## config.mk

```make
export PLATFORM = sky130hd
export DESIGN_NAME = stride_bus_codec
export DESIGN_NICKNAME = d
export VERILOG_FILES = /design/src/rtl/sbc_pkg.sv /design/src/rtl/sbc_encoder.sv /design/src/rtl/sbc_decoder.sv /design/src/rtl/stride_bus_codec.sv
export SDC_FILE = /design/constraint.sdc
export NUM_CORES = 1
export LEC_CHECK = 0
export CORE_MARGIN = 3
export CORE_UTILIZATION = 41
export DETAILED_ROUTE_END_ITERATION = 7
export GPL_TIMING_DRIVEN = 0
export PLACE_DENSITY = 0.61
export SLEW_MARGIN = 20
export SYNTH_ARGS = -nofsm -noshare
export SYNTH_HDL_FRONTEND = slang
export SYNTH_HIERARCHICAL = 1
export SYNTH_SLANG_ARGS = --single-unit
```

## constraint.sdc

```tcl
create_clock -name clk -period 6.1 [get_ports clk]
set_input_delay 0.915 -clock clk [delete_from_list [all_inputs] [get_ports clk]]
set_output_delay 0.915 -clock clk [all_outputs]
set_load 0.01 [all_outputs]
```

## src/rtl/sbc_pkg.sv

```systemverilog
package sbc_pkg;
    // Transmit-side link state: bus carrying a fresh address, or held with flag up
    typedef enum logic {
        LINK_LIVE   = 1'b0,
        LINK_FROZEN = 1'b1
    } link_state_e;
endpackage

```

## src/rtl/sbc_encoder.sv

```systemverilog
module sbc_encoder
    import sbc_pkg::*;
#(
    parameter int ADDR_W = 8,
    parameter int STRIDE = 1
) (
    input  logic              clk,
    input  logic              rst_n,
    input  logic              src_valid,
    input  logic [ADDR_W-1:0] src_addr,
    output logic [ADDR_W-1:0] bus_q,
    output logic              inc_q,
    output logic              strobe_q
);
    localparam logic [ADDR_W-1:0] STEP = ADDR_W'(STRIDE);

    link_state_e       state, state_nx;
    logic [ADDR_W-1:0] last_src;
    logic [ADDR_W-1:0] expect_addr;
    logic              hit;

    assign expect_addr = last_src + STEP;
    assign hit         = src_valid && (src_addr == expect_addr);

    // next-state decision: hit -> frozen, miss -> live, idle -> stay
    always_comb begin
        state_nx = state;
        unique case (state)
            LINK_LIVE:   if (hit) state_nx = LINK_FROZEN;
            LINK_FROZEN: if (src_valid && !hit) state_nx = LINK_LIVE;
            default:     state_nx = LINK_LIVE;
        endcase
    end

    always_ff @(posedge clk) begin
        if (!rst_n) state <= LINK_LIVE;
        else        state <= state_nx;
    end

    // registered outputs and source history
    always_ff @(posedge clk) begin
        if (!rst_n) begin
            bus_q    <= '0;
            last_src <= '0;
            strobe_q <= 1'b0;
        end else begin
            strobe_q <= src_valid;
            if (src_valid) begin
                last_src <= src_addr;
                if (!hit) bus_q <= src_addr;
            end
        end
    end

    assign inc_q = (state == LINK_FROZEN);
endmodule

```

## src/rtl/sbc_decoder.sv

```systemverilog
module sbc_decoder #(
    parameter int ADDR_W = 8,
    parameter int STRIDE = 1
) (
    input  logic              clk,
    input  logic              rst_n,
    input  logic              link_strobe,
    input  logic [ADDR_W-1:0] link_bus,
    input  logic              link_inc,
    output logic [ADDR_W-1:0] addr_q
);
    localparam logic [ADDR_W-1:0] STEP = ADDR_W'(STRIDE);

    logic [ADDR_W-1:0] rebuilt;

    always_comb begin
        rebuilt = link_inc ? (addr_q + STEP) : link_bus;
    end

    always_ff @(posedge clk) begin
        if (!rst_n)           addr_q <= '0;
        else if (link_strobe) addr_q <= rebuilt;
    end
endmodule

```

## src/rtl/stride_bus_codec.sv

```systemverilog
module stride_bus_codec #(
    parameter int ADDR_W = 8,
    parameter int STRIDE = 1
) (
    input  logic              clk,
    input  logic              rst_n,
    input  logic              in_valid,
    input  logic [ADDR_W-1:0] in_addr,
    output logic [ADDR_W-1:0] bus_out,
    output logic              inc_out,
    output logic [ADDR_W-1:0] dec_addr
);
    logic link_strobe;

    sbc_encoder #(.ADDR_W(ADDR_W), .STRIDE(STRIDE)) u_enc (
        .clk       (clk),
        .rst_n     (rst_n),
        .src_valid (in_valid),
        .src_addr  (in_addr),
        .bus_q     (bus_out),
        .inc_q     (inc_out),
        .strobe_q  (link_strobe)
    );

    sbc_decoder #(.ADDR_W(ADDR_W), .STRIDE(STRIDE)) u_dec (
        .clk         (clk),
        .rst_n       (rst_n),
        .link_strobe (link_strobe),
        .link_bus    (bus_out),
        .link_inc    (inc_out),
        .addr_q      (dec_addr)
    );
endmodule

```

## Word-level counts from Yosys, hierarchy flattened

Cells that the tools add are included.

- $add $sub $neg: 2
- Equality and inequality tests: 1
- Muxes and demuxes: 4
- Bitwise logic cells: 2
- Reduce and logical (&&, ||, !) cells: 4

Operators with widths:

| cell | count |
|---|---|
| adder 8 x 1 -> 8 bit, second input constant | 2 |
| equality test 8 bit | 1 |
| 2-to-1 mux 8 bit | 1 |
| logical AND 1 bit | 2 |
| 2-to-1 mux 1 bit | 2 |
| NOT 1 bit | 2 |
| case mux 1 bit (2 select lines) | 1 |
| AND reduction 2 bit | 1 |
| logical NOT 1 bit | 1 |

- Register bits: 26
- Input bits: 11
- Output and inout bits: 17
- Logic and storage cells: 18

## Depth between registers and ports, before layout

- Depth after elaboration: 7
- Gate-level depth with buffers: 7
- Depth with buffers taken out: 6

## Modules after synthesis

The synthesis kept the hierarchy.

Modules (own cells, without submodules):

| module | instances | cells an instance | area an instance (um^2) | sequential area each (um^2) |
|---|---|---|---|---|
| sbc_encoder | 1 | 126 | 1096.1 | 360.3 |
| sbc_decoder | 1 | 62 | 501.7 | 160.2 |

## Least setup slack after synthesis

OpenSTA, ideal clock, no wires.

- Path kind: in2reg
- Start: in in_addr[5]
- End: reg u_enc.bus_q[5]
- Setup time: 0.063 ns
- Data arrival time: 2.299 ns
- Data required time: 6.037 ns
- Slack: 3.738 ns
- Cell stages on the path: 6
- Path buffers: 1
- Cells stage by stage: or3b_1 -> a211oi_2 -> a211oi_2 -> buf_6 -> or4_1 -> nand3_1

- Cells in the longest elaborated chain, start to end: 4

Ends and longest elaborated chain:

| what | line | text |
|---|---|---|
| start, declared | stride_bus_codec.sv:8 | `input logic [ADDR_W-1:0] in_addr,` |
| equality test 8 bit | sbc_encoder.sv:23 | `assign hit = src_valid && (src_addr == expect_addr);` |
| logical AND 1 bit | sbc_encoder.sv:23 |  |
| NOT 1 bit (no source line) | -- |  |
| AND reduction 2 bit (no source line) | -- |  |
| end signal, assigned | sbc_encoder.sv:50 | `if (!hit) bus_q <= src_addr;` |
| end, declared | sbc_encoder.sv:11 | `output logic [ADDR_W-1:0] bus_q,` |

Several ways; a longest one is shown, not always the timed one.
A chain may end at the register's enable or synchronous reset.

## Final worst setup path

- Start: in in_addr[2]
- End: reg u_enc.bus_q[5]

- Cells in the longest elaborated chain, start to end: 4

Ends and longest elaborated chain:

| what | line |
|---|---|
| equality test 8 bit | sbc_encoder.sv:23 |
| logical AND 1 bit | sbc_encoder.sv:23 |
| NOT 1 bit (no source line) | -- |
| AND reduction 2 bit (no source line) | -- |

Every way passes these cells.

==> impl_metrics.csv <==
group,metric,value,unit
status,status,"complete, no violations",
setup_path,ff2ff_setup_slack,3890,ps
floorplan,coreArea,3720,um2
clock_network,ctsResizeCount,0,
grt,grt_overflow_total,0,
grt,antenna_found_initial,0,
setup_path,regToRegEndpoint,"u_enc/bus_q[5]",
clock_network,tritoncts,"built",
timing,relSlewSlack,53.4,%
setup_path,critPathLaunchType,"input port",
power,ir_drop,86.9,uV
synth,ys_seq_area_share,32.6,%
layout,syn_to_final_growth,22.6,%
synth,yosysWarnings,6,
synth,syn_nets,201,
floorplan,start_util,43.0,%
floorplan,die_area,4680,um2
synth,synth_ff_type,"dfxtp_1",
synth,synthCells,188,
min_path,hold_start,"u_dec/addr_q[7]",
timing,worst_slack,3340,ps
clock_network,clk_path_buf_depth,2,
clock_network,cts_setup_buffers,0,
synth,ys_async_sr_fraction,0,%
timing,slew_viol_final,0,
synth,yosysMostFrequentCell,"dfxtp_1",
timing,worstMarginPinSlew,699,ps
synth,synth_top_cell_by_area,"dfxtp_1",
timing,clock_skew,5.39,ps
grt,grt_usage,19.0,%
power,p_per_area,195,nW/um2
floorplan,die_w,68.4,um
setup_path,worstPathMaxFanout,10,
min_path,worstHoldEndpoint,"u_dec/addr_q[7]",
timing,fin_crit_sh,45.3,%
layout,final_cell_area,1960,um2
grt,grt_pass1_vias,1488,
floorplan,io_pins,28,
timing,rsz0062_at_grt,"false",
min_path,hold_path_depth,2,
drt,wl_per_cell,15.8,um
floorplan,rows,22,
clock_network,htreeDepth,1,
layout,regArea,520,um2
drt,drc_errors,0,
clock_network,cts-root-buf,"clkbuf_8",
clock_network,holdBufCountCts,0,
timing,finalSetupViolCount,0,
synth,synth.area.top_cells,"dfxtp_1 33%, mux2i_1 6.3%, a32oi_1 4.4%, nand3_1 4.4%, or4_1 4.2%",
power,p_total,0.000382,W
layout,drive_above_1_share,5.53,%
drt,ant_nets,0,
setup_path,endpoint_kind,"flop",
synth,ys_types,49,
run,max-cap-violations,0,
drt,vias,1577,
floorplan,die_height,68.4,um
grt,grt_pass1_wl,6.75,mm
synth,synth_edf_count,0,
layout,nFillCells,367,
placed_design,placed_area,1920,um2
clock_network,insertion_delay,270,ps
placed_design,dp_hpwl,3.12,mm
placed_design,port_buffers,26,
synth,synth_top_area_share,32.6,%
setup_path,critPathKind,"in2reg",
layout,multiInputGateArea,997,um2
setup_path,arrival,2990,ps
layout,num_antenna_cells,0,
drt,wirelength,4.19,mm
synth,synth_seq_cells,26,
drt,dr.pass1.iters,4,
timing,min_period,2760,ps
setup_path,rr_startpoint,"u_enc/last_src[0]",
power,cellLeakagePower,0.721,nW
placed_design,gp_congestion,0.884,
placed_design,place_ws,3060,ps
grt,grt_max_degree,14,
setup_path,rr_worst_depth,6,
synth,netlist_area,1600,um2
timing,tns,0,ps
synth,synth.avg_cell_area,8.50,um2
min_path,hold_path_class,"reg2reg",
setup_path,required,6320,ps
clock_network,clkTransAtPathRegs,90,ps
drt,drtIter0Drc,150,
timing,finalHoldViolCount,0,
drt,viasPerCell,5.95,
clock_network,cts_buffers,3,
timing,max_freq,362,MHz
clock_network,cts.sinks,26,
synth,synth_commonest_cells,"26 x dfxtp_1, 15 x nand2_1, 14 x nand3_1, 12 x o21ai_0",
layout,layout.nets,232,
how the worst max path moves through the flow:
stage	startpoint	slack, ps	endpoint	depth (start not counted)
after global placement	in_addr[2]	3060	u_enc/bus_q[5]	7
after global routing	in_addr[4]	3210	u_enc/bus_q[5]	7
after detailed placement	in_addr[2]	3060	u_enc/bus_q[5]	7
after CTS	in_addr[2]	3350	u_enc/bus_q[5]	7
after floorplan	in_addr[5]	3740	u_enc/bus_q[5]	6
final	in_addr[2]	3340	u_enc/bus_q[5]	7
state kept, by name, indices dropped and copies added (netlist names), named ones only:
name / cells
u_dec/addr_q: 8
u_enc/bus_q: 8
u_enc/last_src: 8
u_enc/strobe_q: 1
cells in the final DEF, fill, tap and decap left out, drive strengths merged, types with 4 or more instances in the layout:
cell           Yosys  final
clkdlybuf4s50      0     26
dfxtp             26     26
nand2             15     15
nand3             14     14
o21ai             12     12
clkbuf             9     12
mux2i             10     10
nor2              10     10
or4                9      9
and3               9      9
a32oi              8      8
inv                7      7
xnor2              5      5
a211oi             5      5
nand2b             4      4
xor2               4      4
o211ai             4      4
worst max-delay path: stages:
cell and delay [ps]:
clkdlybuf4s50_1 530, inv_2 50, maj3_1 320, o22a_1 280
clkbuf_1 230, or4_1 560, nand3_1 100
routing by layer:
| layer | up-vias | wire length (um) | global-route usage [%] |
|---|---|---|---|
| met5 | - | 0 | 0 |
| met4 | 0 | 57 | 9.18 |
| met3 | 8 | 229 | 2.79 |
| met2 | 54 | 2000 | 30.3 |
| met1 | 746 | 1900 | 24.9 |
| li1 | 769 | - | - |
stage by stage:
stage / util (%) / cells / hold WS (ps)
2_1_floorplan: - / 188 / 488
3_3_place_gp: 51.6 / 262 / 506
3_5_place_dp: 51.6 / 262 / 517
4_1_cts: 52.7 / 265 / 541
5_1_grt: 52.7 / 265 / 577
6_report: 52.7 / 265 / 549
cells by family after synthesis:
logic type	count (synthesis)	share of synthesized area (%)
adder cells (fa/ha/maj)	3	2.19
flip-flops	26	32.6
XOR/XNOR	9	6.11
AO/OA/AOI/OAI	44	21.1
buffers and inverters	19	5.01
AND/OR/NAND/NOR	77	26.8
multiplexers	10	6.26
power by group:
group	internal, W	switching (W)
Clock	0.0000444	0.0000544
Sequential	0.000181	0.0000153
Combinational	0.0000427	0.0000437
Total	0.000268	0.000113
cell type report:
type,count,area share [%]
Buffer,12,2.75
Tap cell,48,3.07
Timing Repair Buffer,26,13.3
Inverter,7,1.34
Sequential cell,26,26.6
Clock buffer,3,2.11
Multi-Input combinational cell,143,50.9
No activity file was read; power rests on OpenSTA's default activity.
